[config.mk]
export PLATFORM = sky130hd
export DESIGN_NAME = aud_lane_rx
export DESIGN_NICKNAME = d
export VERILOG_FILES = /design/src/rtl/aud_lane_rx.sv
export SDC_FILE = /design/constraint.sdc
export NUM_CORES = 1
export LEC_CHECK = 0
export CORE_MARGIN = 2
export CORE_UTILIZATION = 55
export CTS_CLUSTER_DIAMETER = 50
export DETAILED_ROUTE_END_ITERATION = 6
export DONT_BUFFER_PORTS = 1
export GPL_ROUTABILITY_DRIVEN = 0
export GPL_TIMING_DRIVEN = 0
export PLACE_DENSITY = 0.8
export SYNTH_ARGS = -nofsm -noshare
export SYNTH_HDL_FRONTEND = slang
export SYNTH_SLANG_ARGS = --single-unit
[constraint.sdc]
create_clock -name mclk_i -period 4.23 [get_ports mclk_i]
set_input_delay 0.6345 -clock mclk_i [delete_from_list [all_inputs] [get_ports mclk_i]]
set_output_delay 0.6345 -clock mclk_i [all_outputs]
set_load 0.03 [all_outputs]
[src/rtl/aud_lane_rx.sv]
module aud_lane_rx #(
  parameter int LANES = 4,
  parameter int WORD  = 32,
  parameter int DIVW  = 8
) (
  input  logic                   mclk_i,
  input  logic                   rst_ni,
  input  logic                   master_i,
  input  logic [DIVW-1:0]        sckdiv_i,
  input  logic [DIVW-1:0]        wsdiv_i,
  input  logic                   sck_i,
  input  logic                   ws_i,
  input  logic [LANES-1:0]       sd_i,
  output logic                   sck_o,
  output logic                   ws_o,
  output logic                   clk_dir_o,
  output logic [LANES*WORD-1:0]  left_o,
  output logic [LANES*WORD-1:0]  right_o,
  output logic                   frame_valid_o
);

  localparam int CW = $clog2(WORD + 1);

  // configuration shadow and change detect
  logic            master_q;
  logic [DIVW-1:0] sckdiv_q, wsdiv_q;
  logic            chg;

  assign chg = (master_i != master_q) || (sckdiv_i != sckdiv_q) || (wsdiv_i != wsdiv_q);

  always_ff @(posedge mclk_i or negedge rst_ni) begin
    if (!rst_ni) begin
      master_q <= 1'b0;
      sckdiv_q <= '0;
      wsdiv_q  <= '0;
    end else begin
      master_q <= master_i;
      sckdiv_q <= sckdiv_i;
      wsdiv_q  <= wsdiv_i;
    end
  end

  assign clk_dir_o = master_q;

  // master-mode clock generation
  logic [DIVW-1:0] pc, pc_nx, wcnt, wcnt_nx;
  logic [DIVW:0]   hi, halfw;
  logic            sck_q, ws_q, mtick;

  assign hi      = ({1'b0, sckdiv_q} + (DIVW+1)'(2)) >> 1;
  assign halfw   = ({1'b0, wsdiv_q} + (DIVW+1)'(1)) >> 1;
  assign pc_nx   = (pc == sckdiv_q) ? '0 : pc + 1'b1;
  assign wcnt_nx = (wcnt == wsdiv_q) ? '0 : wcnt + 1'b1;
  assign mtick   = master_q && (pc == sckdiv_q);

  always_ff @(posedge mclk_i or negedge rst_ni) begin
    if (!rst_ni) begin
      pc    <= '0;
      wcnt  <= '0;
      sck_q <= 1'b0;
      ws_q  <= 1'b0;
    end else if (chg || !master_q) begin
      pc    <= '0;
      wcnt  <= '0;
      sck_q <= 1'b0;
      ws_q  <= 1'b0;
    end else begin
      pc    <= pc_nx;
      sck_q <= {1'b0, pc_nx} < hi;
      if (mtick) begin
        wcnt <= wcnt_nx;
        ws_q <= {1'b0, wcnt_nx} >= halfw;
      end
    end
  end

  assign sck_o = sck_q;
  assign ws_o  = ws_q;

  // slave-mode pin synchronisers
  logic [2:0]       sck_s;
  logic [1:0]       ws_s;
  logic [LANES-1:0] sd_s1, sd_s2;
  logic             stick;

  always_ff @(posedge mclk_i or negedge rst_ni) begin
    if (!rst_ni) begin
      sck_s <= '0;
      ws_s  <= '0;
      sd_s1 <= '0;
      sd_s2 <= '0;
    end else begin
      sck_s <= {sck_s[1:0], sck_i};
      ws_s  <= {ws_s[0], ws_i};
      sd_s1 <= sd_i;
      sd_s2 <= sd_s1;
    end
  end

  assign stick = !master_q && sck_s[1] && !sck_s[2];

  // shared deserialiser control
  logic             tick, bit_ws;
  logic [LANES-1:0] bits;
  logic             ws_prev, have_prev, synced, have_left, fv_q;
  logic [CW-1:0]    cnt;
  logic             trans, fin_l, fin_r;
  logic [WORD-1:0]  bitpos;

  assign tick   = mtick || stick;
  assign bit_ws = master_q ? ws_q : ws_s[1];
  assign bits   = master_q ? sd_i : sd_s2;
  assign trans  = tick && have_prev && (bit_ws != ws_prev);
  assign fin_l  = trans && synced && !ws_prev;
  assign fin_r  = trans && synced && ws_prev && have_left;
  assign bitpos = (cnt < CW'(WORD)) ? (WORD'(1) << (WORD - 1 - int'(cnt))) : '0;

  always_ff @(posedge mclk_i or negedge rst_ni) begin
    if (!rst_ni) begin
      ws_prev   <= 1'b0;
      have_prev <= 1'b0;
      synced    <= 1'b0;
      have_left <= 1'b0;
      cnt       <= '0;
      fv_q      <= 1'b0;
    end else if (chg) begin
      have_prev <= 1'b0;
      synced    <= 1'b0;
      have_left <= 1'b0;
      cnt       <= '0;
      fv_q      <= 1'b0;
    end else begin
      fv_q <= fin_r;
      if (tick) begin
        ws_prev   <= bit_ws;
        have_prev <= 1'b1;
        if (trans) begin
          synced <= 1'b1;
          cnt    <= '0;
        end else if (cnt < CW'(WORD)) begin
          cnt <= cnt + 1'b1;
        end
        if (fin_l) have_left <= 1'b1;
        if (fin_r) have_left <= 1'b0;
      end
    end
  end

  assign frame_valid_o = fv_q;

  // per-lane shift, hold and output registers
  for (genvar g = 0; g < LANES; g++) begin : g_lane
    logic [WORD-1:0] sreg, lhold, lw, rw, done_w;

    assign done_w = sreg | (bits[g] ? bitpos : '0);

    always_ff @(posedge mclk_i or negedge rst_ni) begin
      if (!rst_ni) begin
        sreg  <= '0;
        lhold <= '0;
        lw    <= '0;
        rw    <= '0;
      end else if (chg) begin
        sreg <= '0;
      end else if (tick) begin
        sreg <= trans ? '0 : done_w;
        if (fin_l) lhold <= done_w;
        if (fin_r) begin
          lw <= lhold;
          rw <= done_w;
        end
      end
    end

    assign left_o[g*WORD +: WORD]  = lw;
    assign right_o[g*WORD +: WORD] = rw;
  end

  // assertions
  p_strobe_single_r8: assert property (@(posedge mclk_i) disable iff (!rst_ni)
    frame_valid_o |=> !frame_valid_o);

  p_outputs_hold_r8: assert property (@(posedge mclk_i) disable iff (!rst_ni)
    !frame_valid_o |-> ($stable(left_o) && $stable(right_o)));

  p_cfg_flush_r10: assert property (@(posedge mclk_i) disable iff (!rst_ni)
    chg |=> !frame_valid_o);

  p_slave_quiet_r4: assert property (@(posedge mclk_i) disable iff (!rst_ni)
    !clk_dir_o |-> (!sck_o && !ws_o));

  p_ws_on_rise_r3: assert property (@(posedge mclk_i) disable iff (!rst_ni)
    (master_q && sckdiv_q != '0 && !$past(chg) && $changed(ws_o)) |-> $rose(sck_o));

  p_count_cap_r7: assert property (@(posedge mclk_i) disable iff (!rst_ni)
    cnt <= CW'(WORD));

endmodule

==> flow_metrics.py, run 1 <==
metrics = {
    "run_status": {
        "status": "finished, violations left",
        "failed_checks": "negative hold slack, max-slew violations",
    },
    "die": {
        "dieArea_sq_mm": 0.0428,
        "io_pins": 285,
        "start_util_pct": 55.6,
        "die_h_um": 207,
        "core_area_sq_mm": 0.0407,
        "rows": 74,
        "dieWidth_um": 207,
    },
    "synthesis": {
        "synth_top_family_by_area": "simple AND/OR/NAND/NOR gates",
        "netlist.area_leader.share_pct": 63.1,
        "synth_cells": 2001,
        "synth.area.mux_share_pct": 8.66,
        "ys_warn_count": 0,
        "ys_types": 46,
        "syn-num-nets": 2046,
        "yosysSeqAreaShare_pct": 63.1,
        "yosys.area_share.xor_xnor_pct": 2.28,
        "yosys.area.top_type": "dfrtp_1",
        "synth_simple_gate_area_share_pct": 12.7,
        "synth_area_per_cell_sq_um": 11.3,
        "synth_compound_area_share_pct": 9.32,
        "synthAdderAreaFrac_pct": 1.10,
        "ys_top_cells_by_area": "dfrtp_1 63%, mux2_4 6.6%, o21ai_0 5.3%",
        "synth_seq_cells": 571,
        "syn_area_sq_mm": 0.0227,
    },
    "drt": {
        "vias_per_cell": 5.98,
        "wl_per_cell_um": 23.9,
        "drc_errors": 0,
        "firstDrtPassIters": 5,
        "drtAntennaViolNets": 0,
        "drt_iter0_markers": 1586,
        "vias": 15800,
        "drt_wl_total_um": 63000,
    },
    "finish": {
        "drive_above_1_share_pct": 12.4,
        "stdcell_count": 2639,
        "nNetsFinal": 2108,
        "fill_cells": 3209,
        "syn2layout_area_growth_pct": 11.7,
        "fin_area_sq_mm": 0.0253,
    },
    "worst_setup_path": {
        "crit_path_start": "clk_dir_o$_DFF_PN0_",
        "cp-start-kind": "flop",
        "end_kind": "flop",
        "crit_required_ns": 4.71,
        "reg2reg_from": "clk_dir_o$_DFF_PN0_",
        "crit_fanout": 10,
        "criticalPathCategory": "reg2reg",
        "cp.arrival_ns": 4.11,
    },
    "pwr": {
        "ir_drop_v": 0.000302,
        "power.density_mw_per_mm2": 425,
        "power_leakage_nw": 12.1,
    },
    "grt": {
        "first_global_vias": 16100,
        "antenna_found_initial": 2,
        "grt_start_max_net_pins": 572,
        "grt_use_total_pct": 29.6,
        "grt.overflow.total": 0,
        "grt_pass1_wl_um": 95100,
    },
    "timing": {
        "skew_ns": 0.0181,
        "hold_viol": 111,
        "worst_pin_slew_ns": 2.99,
        "worst_slack_ns": 0.597,
        "fmax_mhz": 275,
        "finalCriticalPeriod_ns": 3.63,
        "setup_viol": 0,
        "tns_ns": 0,
        "rsz0062_at_grt": "false",
        "holdWs_ns": -0.246,
        "period_share_pct": 85.9,
        "final_max_slew_viol_count": 442,
        "slew_headroom_pct": -99.6,
    },
    "cts": {
        "post_cts_resized": 0,
        "cts_buffer_depth": 3,
        "cts_tree": "done",
        "clock_latency_ns": 0.61,
        "postCtsSetupRepairBufs": 0,
        "cts_sinks": 571,
        "cts_max_level": 2,
        "cts_made_buffers": 58,
        "cts_root_buf": "clkbuf_16",
        "cts.clk_slew.worst_paths_ns": 0.06,
    },
    "placed_design": {
        "dpl.hpwl_um": 42800,
        "post-place-cells": 2535,
        "port-buffer-count": 0,
        "place_worst_setup_slack_ns": 0.761,
        "place_area_sq_mm": 0.0234,
    },
    "min_path": {
        "hold_path.class": "in2async",
    },
    "job": {
        "cap_viol_max_count": 0,
    },
}
==> metal layers <==
layer	global-route usage [%]	routed length [um]	up-vias
li1	-	-	6956
met1	38.7	24700	7952
met2	46.7	29600	685
met3	7.11	5540	188
met4	14.9	3170	0
met5	0	0	-
==> sequential cells by signal, indices dropped and copies added (netlist names) <==
| name | cells |
|---|---|
| sd_s2 | 4 |
| have_prev | 1 |
| g_lane.lhold | 128 |
| ws_s | 2 |
| wcnt | 8 |
| clk_dir_o | 1 |
| ws_o | 1 |
| wsdiv_q | 8 |
| frame_valid_o | 1 |
| g_lane.sreg | 128 |
| sckdiv_q | 8 |
| ws_prev | 1 |
| pc | 8 |
| synced | 1 |
| sck_s | 3 |
| g_lane.rw | 128 |
| cnt | 6 |
| sd_s1 | 4 |
| g_lane.lw | 128 |
| have_left | 1 |
| sck_o | 1 |
==> cell type report <==
| class | count | area [sq um] | area share (%) |
|---|---|---|---|
| Tap cell | 532 | 666 | 2.63 |
| Antenna cell | 2 | 5.00 | 0.0198 |
| Inverter | 5 | 18.8 | 0.0742 |
| Buffer | 129 | 634 | 2.51 |
| Sequential cell | 571 | 14300 | 56.5 |
| Clock inverter | 23 | 282 | 1.11 |
| Multi-Input combinational cell | 1296 | 7760 | 30.7 |
| Timing Repair Buffer | 2 | 12.5 | 0.0494 |
| Clock buffer | 79 | 1630 | 6.45 |
==> report_power, final <==
group	switching, W	total, W	internal [W]
sequential	0.0000127	0.00549	0.00548
combinational	0.0000776	0.000119	0.0000411
clock	0.00215	0.00516	0.00301
==> final timing paths <==
check	to	slack (ns)	cells after the start
min in group mclk_i	sd_s1[1]$_DFF_PN0_	0.05	0
max in group asynchronous	g_lane[3].sreg[10]$_DFFE_PN0P_	2.16	0
worst max register to register	g_lane[2].lhold[6]$_DFFE_PN0P_	0.60	9
worst max-delay path	g_lane[2].lhold[6]$_DFFE_PN0P_	0.60	9
worst min-delay path	wcnt[1]$_DFFE_PN0P_	-0.25	0
worst min register to register	sd_s2[2]$_DFF_PN0_	0.35	0
==> synthesized netlist by cell type (all sizes together) <==
cell type  number
nand4b          2
dfrtp         571
buf            42
and2            4
nor2b           6
nor2          171
nand3          21
a2111oi         2
a32oi           1
nand2b          4
ha             20
o31a            1
o21bai          1
mux2i          10
clkbuf         87
a41oi           1
a21boi          1
xnor2          29
or2             3
clkinv          1
o21ai         260
xor2           30
a21oi         134
inv             4
and3           10
or3             1
nand2         271
nor3          149
o211ai          1
a21o            5
o21a            3
nor4            5
a31oi           2
nand3b          2
nor3b           6
nand4           8
mux2          132
==> metrics by stage <==
stage          power, W  util, %
5_1_grt          0.0111     62.1
3_3_place_gp    0.00570     57.2
4_1_cts          0.0108     62.1
3_5_place_dp    0.00570     57.4
6_report         0.0108     62.1
2_1_floorplan   0.00567        -
==> cell families (layout without fill, tap and decap cells) <==
family	count (synthesis)	after routing
simple gates	663	663
mux	142	142
compound gates	412	412
xor+xnor	59	59
other cells	0	2
fa+ha+maj	20	20
flops	571	571
buf+inv	134	238
==> critical path: stages (launching register included) <==
cell and delay, ns:
dfrtp_1 0.54, buf_2 0.45, nor3b_1 0.19, a31oi_1 0.53, nor2_4 0.11, nand4b_1 0.15, clkbuf_1 0.83, clkbuf_1 0.43
nand2_1 0.10, o21ai_0 0.16
==> layout by cell type, fill, tap and decap left out, types with 14 or more instances in the layout <==
cell type / count
mux2_2: 14
nand2_1: 271
buf_6: 16
clkbuf_1: 99
a21oi_1: 134
o21ai_0: 239
mux2_4: 100
nor2_1: 170
buf_2: 25
nand3_1: 21
ha_1: 20
xor2_1: 30
xnor2_1: 29
o21ai_1: 21
mux2_1: 18
nor3_1: 143
dfrtp_1: 571
clkbuf_16: 59
Note: power is estimated with default switching activity, not from simulation.
==> run 2: changes to the inputs <==
CTS_BUF_LIST = sky130_fd_sc_hd__clkbuf_8   (was default)
==> run 2 against run 1 <==
The run ends with negative hold slack left. Highest routed layer is now met5. Count of clock-buffer cells in the layout increased by 40. Die area unchanged. Total power decreased by 1.0%. Critical path type unchanged. Worst setup slack improved by 0.13 ns. Combinational power increased by 16%. Hold slack got worse by 0.047 ns. Sequential cell count unchanged. Via count increased by 2.1%. Utilization increased by 0.70 points. Critical endpoint is now sck_o$_DFF_PN0_.
==> flow_metrics.py, run 2 (synthesis results as in run 1) <==
metrics = {
    "worst_setup_path": {
        "cp.arrival_ns": 4.08,
        "crit_required_ns": 4.80,
        "worstPathCellList": "xor2_1 > nor4_1 > and2_1 > clkbuf_1 > clkbuf_1 > nor2_1 > ha_1 > a21o_1 > a21o_1 > a2111oi_0 > o31a_1",
        "slowest_delay_ns": 0.47,
        "crit_family": "compound AO/OA/AOI/OAI gates",
        "end_kind": "flop",
        "cp-start-kind": "flop",
        "worst-path-buf-inv": 2,
        "criticalPathCategory": "reg2reg",
        "crit_fanout": 10,
        "worst_path_max_delay_cell": "dfrtp_1",
    },
    "timing": {
        "hold_viol": 571,
        "rsz0062_at_grt": "false",
        "final_max_slew_viol_count": 0,
        "period_share_pct": 82.9,
        "holdWs_ns": -0.294,
        "slew_headroom_pct": 23.0,
        "skew_ns": 0.0308,
        "finalCriticalPeriod_ns": 3.51,
        "setup_viol": 0,
        "worst_slack_ns": 0.723,
        "tns_ns": 0,
        "fmax_mhz": 285,
        "worst_pin_slew_ns": 1.15,
    },
    "cts": {
        "cts_sinks": 571,
        "holdBufCountCts": 23,
        "cts_root_buf": "clkbuf_8",
        "cts_made_buffers": 92,
        "cts.clk_slew.worst_paths_ns": 0.06,
        "postCtsSetupRepairBufs": 0,
        "post_cts_resized": 0,
        "cts_tree": "done",
        "cts_buffer_depth": 3,
        "clock_latency_ns": 0.67,
        "cts_max_level": 3,
    },
    "grt": {
        "grt_use_total_pct": 30.2,
        "grt_use_met3_pct": 8.23,
        "gr-max-usage-layer": "met2",
        "grtUsageMet2_pct": 47.4,
        "use_met1_pct": 39.0,
        "grt.overflow.total": 0,
        "first_global_vias": 16500,
        "antenna_found_initial": 2,
        "grt_start_max_net_pins": 572,
        "grt_pass1_wl_um": 96800,
    },
    "placed_design": {
        "place_worst_setup_slack_ns": 0.761,
        "port-buffer-count": 0,
        "dpl.hpwl_um": 42800,
    },
    "finish": {
        "layout.cells.most_common": "dfrtp_1",
        "multiInputGateArea_sq_mm": 0.00777,
        "mostFrequentLayoutCells": "571 x dfrtp_1, 271 x nand2_1, 239 x o21ai_0",
        "fill_cells": 3178,
        "drive_above_1_share_pct": 14.1,
        "n_antenna_cell": 0,
        "nNetsFinal": 2165,
        "fin_util_pct": 62.8,
        "seqCellArea_sq_mm": 0.0143,
        "syn2layout_area_growth_pct": 13.0,
    },
    "die": {
        "dieWidth_um": 207,
        "io_pins": 285,
        "rows": 74,
        "start_util_pct": 55.6,
        "dieArea_sq_mm": 0.0428,
        "die_h_um": 207,
        "core_area_sq_mm": 0.0407,
    },
    "drt": {
        "drc_errors": 0,
        "drtAntennaViolNets": 0,
        "vias_per_cell": 5.91,
        "firstDrtPassIters": 6,
        "drt_iter0_markers": 1633,
        "drt_wl_total_um": 64100,
        "vias": 16100,
        "wl_per_cell_um": 23.5,
    },
    "pwr": {
        "clkPwrFrac_pct": 47.2,
        "swShare_pct": 22.0,
        "ir_drop_v": 0.000272,
        "power_leakage_nw": 12.3,
        "power.density_mw_per_mm2": 416,
        "comb_power_share_pct": 1.3,
        "p_switching_w": 0.00235,
        "finalPower_w": 0.0107,
        "internal_power_w": 0.00831,
        "pwr-share-seq_pct": 51.5,
    },
    "min_path": {
        "hold_path.class": "in2async",
    },
    "run_status": {
        "failed_checks": "negative hold slack",
        "status": "finished, violations left",
    },
    "job": {
        "cap_viol_max_count": 0,
    },
}
[run 2: metal layers]
metal | vias to the layer above | part of all wire (%)
met5 | - | 0.045
met4 | 4 | 4.8
met3 | 199 | 9.0
met2 | 780 | 47
met1 | 8056 | 39
li1 | 7071 | -
[run 2: path summary, 6_finish.rpt]
check                                                 end  cells past startpoint  slack [ns]             startpoint
setup / recovery                          sck_o$_DFF_PN0_                     11        0.72  sckdiv_q[5]$_DFF_PN0_
hold / removal                        wcnt[1]$_DFFE_PN0P_                      0       -0.29                 rst_ni
setup reg to reg                          sck_o$_DFF_PN0_                     11        0.72  sckdiv_q[5]$_DFF_PN0_
hold reg to reg                        sd_s2[2]$_DFF_PN0_                      0        0.35     sd_s1[2]$_DFF_PN0_
max in group asynchronous  g_lane[2].lhold[7]$_DFFE_PN0P_                      0        3.85                 rst_ni
min in group mclk_i                    sd_s2[2]$_DFF_PN0_                      0        0.35     sd_s1[2]$_DFF_PN0_
[run 2: metrics by stage]
stage,area [sq um],instances
6_report,25600,2727
5_1_grt,25600,2727
4_1_cts,25600,2727
3_5_place_dp,23400,2535
3_3_place_gp,23300,2533
2_1_floorplan,22700,2001
[run 2: power by group through the flow]
stage               registers [W]   logic, W  clock network (W)
floorplan                 0.00559  0.0000856                  0
global placement          0.00559   0.000111                  0
detailed placement        0.00559   0.000114                  0
CTS                       0.00549   0.000134            0.00508
global route              0.00549   0.000148            0.00535
finish                    0.00549   0.000138            0.00502
[run 2: final cells by class]
type | count | share of cell area (%)
sequential | 571 | 55.8
multi-input combinational | 1296 | 30.4
clock buffer | 119 | 6.40
tap | 532 | 2.60
buffer | 129 | 2.48
clock inverter | 50 | 1.29
timing repair buffer | 25 | 0.949
inverter | 5 | 0.0733
